$ cat src/rtl/sline_pkg.sv
package sline_pkg;

  typedef enum logic [1:0] {
    OP_RESET  = 2'b00,
    OP_WRITE  = 2'b01,
    OP_READ   = 2'b10,
    OP_PULLUP = 2'b11
  } op_e;

  typedef enum logic [2:0] {
    ST_IDLE,
    ST_RLOW,
    ST_RWAIT,
    ST_SLOT,
    ST_RECOV,
    ST_SPU
  } st_e;

endpackage

$ cat src/rtl/sline_tick.sv
module sline_tick #(
  parameter int DIV = 250
) (
  input  logic clk,
  input  logic rst_n,
  input  logic clr,
  output logic tick
);

  generate
    if (DIV <= 1) begin : g_pass
      logic clr_seen;
      always_ff @(posedge clk or negedge rst_n) begin
        if (!rst_n) clr_seen <= 1'b0;
        else        clr_seen <= clr;
      end
      assign tick = 1'b1 | clr_seen;
    end else begin : g_div
      localparam int DW = $clog2(DIV);
      logic [DW-1:0] div_q, div_d;

      assign tick = (div_q == DW'(DIV - 1));

      always_comb begin
        if (clr || tick) div_d = '0;
        else             div_d = div_q + 1'b1;
      end

      always_ff @(posedge clk or negedge rst_n) begin
        if (!rst_n) div_q <= '0;
        else        div_q <= div_d;
      end

      // ticks are isolated, so slot lengths are whole periods
      p_tick_isolated_r3: assert property (@(posedge clk) disable iff (!rst_n)
        tick |=> !tick);
    end
  endgenerate

endmodule

$ cat src/rtl/sline_sync.sv
module sline_sync (
  input  logic clk,
  input  logic rst_n,
  input  logic d,
  output logic q
);

  logic s1_q, s2_q;

  always_ff @(posedge clk or negedge rst_n) begin
    if (!rst_n) begin
      s1_q <= 1'b1;
      s2_q <= 1'b1;
    end else begin
      s1_q <= d;
      s2_q <= s1_q;
    end
  end

  assign q = s2_q;

endmodule

$ cat src/rtl/sline_master.sv
module sline_master
  import sline_pkg::*;
#(
  parameter int CLK_HZ      = 250_000_000,
  parameter int RST_LOW_US  = 500,
  parameter int RST_WAIT_US = 480,
  parameter int PRES_US     = 70,
  parameter int SLOT_US     = 70,
  parameter int LOW_US      = 6,
  parameter int SAMPLE_US   = 13,
  parameter int RECOV_US    = 2,
  parameter int HOLD_W      = 20
) (
  input  logic              clk,
  input  logic              rst_n,
  input  logic              cmd_valid,
  input  logic [1:0]        cmd_op,
  input  logic [7:0]        cmd_data,
  input  logic [HOLD_W-1:0] cmd_hold_us,
  output logic              busy,
  output logic              done,
  output logic              presence,
  output logic [7:0]        rx_data,
  output logic              line_low,
  input  logic              line_in,
  output logic              spu_en
);

  localparam int TICK_DIV = CLK_HZ / 1_000_000;
  localparam int T_MAX    = (RST_LOW_US > RST_WAIT_US) ? RST_LOW_US : RST_WAIT_US;
  localparam int T_W      = $clog2(T_MAX + 1);
  localparam int CNT_W    = (HOLD_W > T_W) ? HOLD_W : T_W;

  localparam logic [CNT_W-1:0] RLOW_LAST  = CNT_W'(RST_LOW_US - 1);
  localparam logic [CNT_W-1:0] RWAIT_LAST = CNT_W'(RST_WAIT_US - 1);
  localparam logic [CNT_W-1:0] PRES_LAST  = CNT_W'(PRES_US - 1);
  localparam logic [CNT_W-1:0] SLOT_LAST  = CNT_W'(SLOT_US - 1);
  localparam logic [CNT_W-1:0] SAMP_LAST  = CNT_W'(SAMPLE_US - 1);
  localparam logic [CNT_W-1:0] REC_LAST   = CNT_W'(RECOV_US - 1);
  localparam logic [CNT_W-1:0] LOW_LIM    = CNT_W'(LOW_US);

  localparam int MAX_LOW_CLK = 960 * TICK_DIV;
  localparam int LR_W        = $clog2(MAX_LOW_CLK + 2);

  logic tick, tick_clr, line_s;

  sline_tick #(.DIV(TICK_DIV)) u_tick (
    .clk(clk), .rst_n(rst_n), .clr(tick_clr), .tick(tick)
  );

  sline_sync u_sync (
    .clk(clk), .rst_n(rst_n), .d(line_in), .q(line_s)
  );

  st_e               st_q, st_d;
  op_e               op_q, op_d;
  logic [CNT_W-1:0]  cnt_q, cnt_d, cnt_inc;
  logic [2:0]        bit_q, bit_d;
  logic [7:0]        sh_q, sh_d, rx_q, rx_d;
  logic [HOLD_W-1:0] hold_q, hold_d;
  logic              pres_q, pres_d, done_q, done_d;

  always_comb begin
    st_d     = st_q;
    op_d     = op_q;
    cnt_d    = cnt_q;
    bit_d    = bit_q;
    sh_d     = sh_q;
    hold_d   = hold_q;
    pres_d   = pres_q;
    rx_d     = rx_q;
    done_d   = 1'b0;
    tick_clr = 1'b0;
    cnt_inc  = cnt_q + 1'b1;
    case (st_q)
      ST_IDLE: begin
        if (cmd_valid) begin
          tick_clr = 1'b1;
          cnt_d    = '0;
          bit_d    = '0;
          sh_d     = cmd_data;
          op_d     = op_e'(cmd_op);
          hold_d   = cmd_hold_us;
          case (op_e'(cmd_op))
            OP_RESET: begin
              st_d   = ST_RLOW;
              pres_d = 1'b0;
            end
            OP_WRITE, OP_READ: st_d = ST_SLOT;
            default: begin
              if (cmd_hold_us != '0) st_d = ST_SPU;
              else                   done_d = 1'b1;
            end
          endcase
        end
      end
      ST_RLOW: begin
        if (tick) begin
          if (cnt_q == RLOW_LAST) begin
            st_d  = ST_RWAIT;
            cnt_d = '0;
          end else cnt_d = cnt_inc;
        end
      end
      ST_RWAIT: begin
        if (tick) begin
          if (cnt_q == PRES_LAST) pres_d = ~line_s;
          if (cnt_q == RWAIT_LAST) begin
            st_d   = ST_IDLE;
            cnt_d  = '0;
            done_d = 1'b1;
          end else cnt_d = cnt_inc;
        end
      end
      ST_SLOT: begin
        if (tick) begin
          if (op_q == OP_READ && cnt_q == SAMP_LAST) sh_d = {line_s, sh_q[7:1]};
          if (cnt_q == SLOT_LAST) begin
            st_d  = ST_RECOV;
            cnt_d = '0;
            if (op_q == OP_WRITE) sh_d = {1'b0, sh_q[7:1]};
          end else cnt_d = cnt_inc;
        end
      end
      ST_RECOV: begin
        if (tick) begin
          if (cnt_q == REC_LAST) begin
            cnt_d = '0;
            if (bit_q == 3'd7) begin
              if (op_q == OP_READ) rx_d = sh_q;
              if (op_q == OP_WRITE && hold_q != '0) st_d = ST_SPU;
              else begin
                st_d   = ST_IDLE;
                done_d = 1'b1;
              end
            end else begin
              bit_d = bit_q + 1'b1;
              st_d  = ST_SLOT;
            end
          end else cnt_d = cnt_inc;
        end
      end
      ST_SPU: begin
        if (tick) begin
          if (cnt_inc == CNT_W'(hold_q)) begin
            st_d   = ST_IDLE;
            cnt_d  = '0;
            done_d = 1'b1;
          end else cnt_d = cnt_inc;
        end
      end
      default: st_d = ST_IDLE;
    endcase
  end

  always_ff @(posedge clk or negedge rst_n) begin
    if (!rst_n) begin
      st_q   <= ST_IDLE;
      op_q   <= OP_RESET;
      cnt_q  <= '0;
      bit_q  <= '0;
      sh_q   <= '0;
      hold_q <= '0;
      pres_q <= 1'b0;
      rx_q   <= '0;
      done_q <= 1'b0;
    end else begin
      st_q   <= st_d;
      op_q   <= op_d;
      cnt_q  <= cnt_d;
      bit_q  <= bit_d;
      sh_q   <= sh_d;
      hold_q <= hold_d;
      pres_q <= pres_d;
      rx_q   <= rx_d;
      done_q <= done_d;
    end
  end

  assign line_low = (st_q == ST_RLOW) ||
                    ((st_q == ST_SLOT) &&
                     ((cnt_q < LOW_LIM) || (op_q == OP_WRITE && !sh_q[0])));
  assign spu_en   = (st_q == ST_SPU);
  assign busy     = (st_q != ST_IDLE);
  assign done     = done_q;
  assign presence = pres_q;
  assign rx_data  = rx_q;

  // Run length of the pull-down, kept only for the bound check below
  logic [LR_W-1:0] lowrun_q, lowrun_d;
  always_comb begin
    if (!line_low)                              lowrun_d = '0;
    else if (lowrun_q == LR_W'(MAX_LOW_CLK + 1)) lowrun_d = lowrun_q;
    else                                        lowrun_d = lowrun_q + 1'b1;
  end
  always_ff @(posedge clk or negedge rst_n) begin
    if (!rst_n) lowrun_q <= '0;
    else        lowrun_q <= lowrun_d;
  end

  p_low_within_limit_r1: assert property (@(posedge clk) disable iff (!rst_n)
    lowrun_q <= LR_W'(MAX_LOW_CLK));

  p_presence_steady_r2: assert property (@(posedge clk) disable iff (!rst_n)
    (!busy && !cmd_valid) |=> $stable(presence));

  p_spu_quiet_line_r7: assert property (@(posedge clk) disable iff (!rst_n)
    spu_en |-> !line_low);

  p_busy_from_accept_r9: assert property (@(posedge clk) disable iff (!rst_n)
    $rose(busy) |-> $past(cmd_valid));

  p_busy_ends_done_r9: assert property (@(posedge clk) disable iff (!rst_n)
    $fell(busy) |-> done);

  p_done_single_r9: assert property (@(posedge clk) disable iff (!rst_n)
    done |=> !done);

endmodule

$ cat config.mk
export PLATFORM = sky130hd
export DESIGN_NAME = sline_master
export DESIGN_NICKNAME = d
export VERILOG_FILES = /design/src/rtl/sline_pkg.sv /design/src/rtl/sline_tick.sv /design/src/rtl/sline_sync.sv /design/src/rtl/sline_master.sv
export SDC_FILE = /design/constraint.sdc
export NUM_CORES = 1
export LEC_CHECK = 0
export BUFFER_PORTS_ARGS = -buffer_cell sky130_fd_sc_hd__buf_2
export CAP_MARGIN = 20
export CORE_MARGIN = 8
export CORE_UTILIZATION = 30
export DETAILED_ROUTE_END_ITERATION = 16
export GPL_ROUTABILITY_DRIVEN = 0
export SLEW_MARGIN = 20
export SYNTH_ARGS = -nofsm -noshare
export SYNTH_HDL_FRONTEND = slang
export SYNTH_HIERARCHICAL = 1
export SYNTH_SLANG_ARGS = --single-unit
$ cat constraint.sdc
create_clock -name clk -period 3.92 [get_ports clk]
set_clock_uncertainty 0.1 [all_clocks]
set_input_delay 0 -clock clk [delete_from_list [all_inputs] [get_ports clk]]
set_output_delay 0 -clock clk [all_outputs]
set_load 0.02 [all_outputs]
# Word level (Yosys, flattened, before mapping)
# Index checks and enable logic that the tools add are counted.
word_totals:
  ff_bits: 76
  out_inout_bits: 13
  word_cells: 134
op_classes:
  n_addsub: 3
  order_cmp: 1
  eq_ne: 32
  muxes: 59
  bitwise: 1
  reduce_logical: 26
op_table:
  columns: ["op", "n"]
  rows:
  - ["2-to-1 mux 20 bit", 11]
  - ["case mux 20 bit (6 select lines)", 1]
  - ["2-to-1 mux 3 bit", 18]
  - ["2-to-1 mux 8 bit", 6]
  - ["equality test 20 x 9 -> 1 bit (second input constant)", 2]
  - ["nonzero test 20 bit", 2]
  - ["adder 20 x 1 -> 20 bit (second input constant)", 1]
  - ["equality test 20 x 1 -> 1 bit (second input constant)", 1]
  - ["equality test 20 bit", 1]
  - ["equality test 20 x 4 -> 1 bit (second input constant)", 1]
  - ["equality test 20 x 7 -> 1 bit (second input constant)", 1]
  - ["< comparator 20 x 3 -> 1 bit (second input constant)", 1]
  - ["case mux 3 bit (6 select lines)", 1]
  - ["2-to-1 mux 1 bit", 17]
  - ["case mux 8 bit (2 select lines)", 1]
  - ["AND reduction 5 bit", 3]
  - ["!= test 2 x 1 -> 1 bit (second input constant)", 7]
  - ["!= test 2 bit (second input constant)", 7]
  - ["case mux 3 bit (2 select lines)", 2]
  - ["AND reduction 12 bit", 1]
  - ["equality test 3 bit (second input constant)", 3]
  - ["adder 8 x 1 -> 8 bit (second input constant)", 1]
  - ["equality test 8 bit (second input constant)", 1]
  - ["AND reduction 7 bit", 1]
  - ["21 further kinds", 31]

# Logic depth before layout (Yosys ltp)
logic_depth:
  ltp_word: 7
  mapped_depth: 12
  mapped_depth_nobuf: 10

# Cells and area by module
# Netlist, hierarchy kept.
modules_own_cells:
  columns: ["module", "instances", "cells_per_inst", "area_each_um2"]
  rows:
  - ["sline_master", 1, 443, 4214.0]
  - ["sline_tick", 1, 41, 422.9]
  - ["sline_sync", 1, 2, 52.6]

# Worst setup path after synthesis
# OpenSTA, ideal clock, no wires.
synth_path:
  path_kind: "register to register"
  startpoint: "register cnt_q[0]"
  endpoint: "register cnt_q[14]"
  arrival_time_ps: 2678
  required_ps: 3678
  slack_ps: 999
  path_stages_with_launch: 13
  n_path_buf: 3
  period_less_slack_ps: 2921
  path_cell_list: "dfrtp_1 > ha_1 > clkbuf_1 > nand3_2 > nor4_2 > nand4_1 > a221oi_1 > and4b_1 > a31oi_2 > buf_6 > buf_6 > a21oi_1 > a31oi_1"
synth_via:
  elab_chain_len: 5
  word_cells_on_any_way: 17
  cone_classes: "add/sub (1); eq/ne (5); mux (11)"
synth_lines:
  columns: ["element", "line_no", "source"]
  rows:
  - ["start, declared", "sline_master.sv:57", "logic [CNT_W-1:0] cnt_q, cnt_d, cnt_inc;"]
  - ["start signal, assigned", "sline_master.sv:170", "cnt_q <= cnt_d;"]
  - ["adder 20 x 1 -> 20 bit", "sline_master.sv:74", "cnt_inc = cnt_q + 1'b1;"]
  - ["equality test 20 bit", "sline_master.sv:145", "if (cnt_inc == CNT_W'(hold_q)) begin"]
  - ["2-to-1 mux 20 bit", "sline_master.sv:145", null]
  - ["2-to-1 mux 20 bit", "sline_master.sv:144", "if (tick) begin"]
  - ["case mux 20 bit (6 select lines) (*)", "sline_master.sv:75", "case (st_q)"]
# Mark *: on every way between the ends. The rest lies on a longest branch, timed or not. The select of a mux whose other input is x is not followed.
# A chain may end at the register's enable or synchronous reset.

# Worst setup path in the final report
layout_path:
  startpoint: "register cnt_q[2]"
  endpoint: "register cnt_q[16]"
# The elaborated chain is that of the path after synthesis.

==> metrics.md <==
| Metric | Value |
|---|---|
| Most common cell in the netlist | dfrtp_1 |
| Final Cycle Share | 0.928 |
| HPWL after DPL | 8.70 mm |
| Yosys reg bits | 76 |
| Area Growth Syn to Fin | 22.8% |
| DIE AREA | 0.0199 mm² |
| Most Crowded Layer GR | met2 |
| Crit path launch type | flip-flop |
| Slew Viols, Final | 0 |
| Status | finished, final reports clean |
| Post-Synthesis Cells | 486 |
| First-pass GRT wire length | 20.8 mm |
| CTS tree | done |
| Worst hold start | cmd_valid |
| Hold Fails Final Rpt | 0 |
| Row count | 45 |
| CP required | 4030 ps |
| CTS Buffer Depth | 2 |
| Multi-input logic area | 0.00260 mm² |
| PwrDens | 487 mW/mm² |
| Synth unique cells | 69 |
| Max-Cap Viols | 0 |
| Critical Path AT | 3750 ps |
| CP max FO | 20 |
| FF-to-FF Start | cnt_q[2] |
| Synth warn | 6 |
| Met1 usage | 0.166 |
| Worst hold slack | 15.1 ps |
| Min cycle time layout | 3640 ps |
| IO buf count | 46 |
| Mapped cell area | 0.00469 mm² |
| Post-synth top area share | 0.395 |
| RSZ-0062 raised after global routing | false |
| Io pins | 47 |
| Hold Path Class | in2reg |
| GR Util met3 | 0.0209 |
| Syn Nets | 530 |
| R2R Setup Slk | 280 ps |
| Reg2reg end | cnt_q[16] |
| Kind of critical path | reg2reg |
| Slew HR | 0.351 |
| Wire per inst | 16.2 µm |
| Predominant post-synthesis flop cell | dfrtp_1 |
| Antenna violation net count after detailed routing | 0 |
| Post-synth top area cell | dfrtp_1 |
| Antenna violations before repair | 0 |
| # clock sinks | 76 |
| GR Util met2 | 0.207 |
| Reg area | 0.00190 mm² |
| FFs w/ async S/R, synth | 1.00 |
| Core Area | 0.0153 mm² |
| Gr ovfl total | 0 |
| CP endpoint kind | flip-flop |
| Die height | 141 µm |
| Crit. Startpoint | cnt_q[2] |
| Final TNS setup | 0 ps |
| Largest net degree at the start of global routing | 77 |
| Drt total wl | 12.4 mm |
| Via density | 5.32 |
| Total CTS buffers | 9 |
| Fill cell count | 1477 |
| Gr usage total | 0.129 |
| Lkg Pwr | 2.41 nW |
| DR iter-0 viols | 251 |
| Ant diodes | 0 |
| Synth top area cells | dfrtp_1 (39%), mux2_2 (7.0%), xnor2_1 (3.7%) |
| Transition time at the pin with the least slew margin | 973 ps |
| Reg2Reg Depth | 9 |
| Worst-skew pair later-pin latency | 340 ps |
| DIE WIDTH | 141 µm |
| H-tree levels | 3 |
| Initial core utilization | 0.307 |
| Synth top cells by count | dfrtp_1 (74), nand2_1 (36), mux2_2 (29), nor2_1 (28), o21ai_0 (27) |
| CTS Root Cell | clkbuf_16 |
| Mean post-synth cell area | 9.65 µm² |
| Final net count | 595 |
| Critical path endpoint | cnt_q[16] |
| Register area share after synthesis | 0.406 |
| Pre-Repair DR Iteration Count | 5 |
| Vias in the first global route | 4006 |
| Post-CTS Setup Repair Bufs | 0 |
| Worst vdd ir | 0.000308 V |
| Fmax | 275 MHz |
| DRC | 0 |
| Post-synth EDFFs | 0 |
| Share of cells above drive strength 1 | 0.216 |
| Final setup vio count | 0 |
| Vias | 4080 |
| Reg clk slew, reported paths | 60 ps |
==> worst min-delay path by stage <==
stage	cells after the start	slack, ps	end
after floorplan	0	-400	bit_q[0]
after global placement	1	10	u_sync/s1_q
after detailed placement	1	10	u_sync/s1_q
after CTS	4	7	u_tick/g_div.div_q[6]
after global routing	4	50	u_tick/g_div.div_q[6]
final	4	20	u_tick/g_div.div_q[6]
==> cell families after synthesis <==
kind of cell    after synthesis  synth area share
simple gates                177             0.211
compound gates              112             0.167
flops                        76             0.406
buf+inv                      45            0.0438
xor+xnor                     35            0.0712
mux                          31            0.0750
fa+ha+maj                    10            0.0267
==> where the power goes <==
group | total (mW) | internal (mW) | switching [mW] | leakage (nW)
logic | 0.710 | 0.351 | 0.359 | 1.31
clock network | 0.957 | 0.619 | 0.338 | 0.161
registers | 1.14 | 0.902 | 0.237 | 0.944
==> sequential cells by signal, indices dropped and copies added (netlist names) <==
name and count:
bit_q 3, cnt_q 20, done 1, hold_q 20, op_q 2, presence 1
rx_data 8, sh_q 8, st_q 3, u_sync/q 1, u_sync/s1_q 1, u_tick/g_div.div_q 8
==> area by class of cell <==
cell class | instances | share of cell area
clock inverter | 7 | 0.0200
multi-input combinational | 365 | 0.452
timing repair buffer | 82 | 0.101
tap | 211 | 0.0458
sequential | 76 | 0.331
clock buffer | 9 | 0.0391
inverter | 17 | 0.0111
==> worst max-delay path, stage by stage (launching register included) <==
cell	delay (ps)
dfrtp_1	690
nand4_4	270
or3_1	530
or3_1	400
o21a_1	190
o31ai_2	440
a31oi_4	270
buf_4	280
a41oi_1	270
a31oi_1	60
==> per-layer routing <==
| metal | part of all wire | routed length, µm |
|---|---|---|
| met5 | 0 | 0 |
| met4 | 0.024 | 297 |
| met3 | 0.043 | 529 |
| met2 | 0.49 | 6050 |
| met1 | 0.45 | 5550 |
==> repair_timing <==
item	4_1_cts	5_1_grt
setup endpoints to repair	0	2
hold endpoints to repair	105	0
hold buffers	32	0
resized for setup	0	3
==> metrics by stage <==
stage	utilization	cells	setup WS (ps)	power, mW	instance area, µm²
after floorplan	-	486	999	1.64	4690
after global routing	0.377	767	105	2.97	5760
final	0.377	767	284	2.81	5760
after global placement	0.333	719	421	1.81	5080
after CTS	0.376	767	230	2.81	5740
after detailed placement	0.333	719	262	1.82	5080
==> cells in the final DEF (no fill, tap or decap), drive strengths merged, types with 3 or more instances in the layout <==
cell,instances
ha,10
bufinv,3
a311oi,4
and3b,3
nor3,10
mux2,30
nor4,22
a31oi,14
or3,3
buf,50
dlygate4sd3,32
and3,9
clkbuf,9
inv,17
a31o,3
dfrtp,74
and2,5
or2,3
xor2,13
and4,4
nand3b,6
nand2b,4
a21o,4
a22o,7
nor2,28
o21ai,27
nand2,37
nor2b,5
xnor2,20
a21oi,18
nand3,20
nand4,12
a22oi,10
a41oi,3
Power figures use the tool's default switching activity.
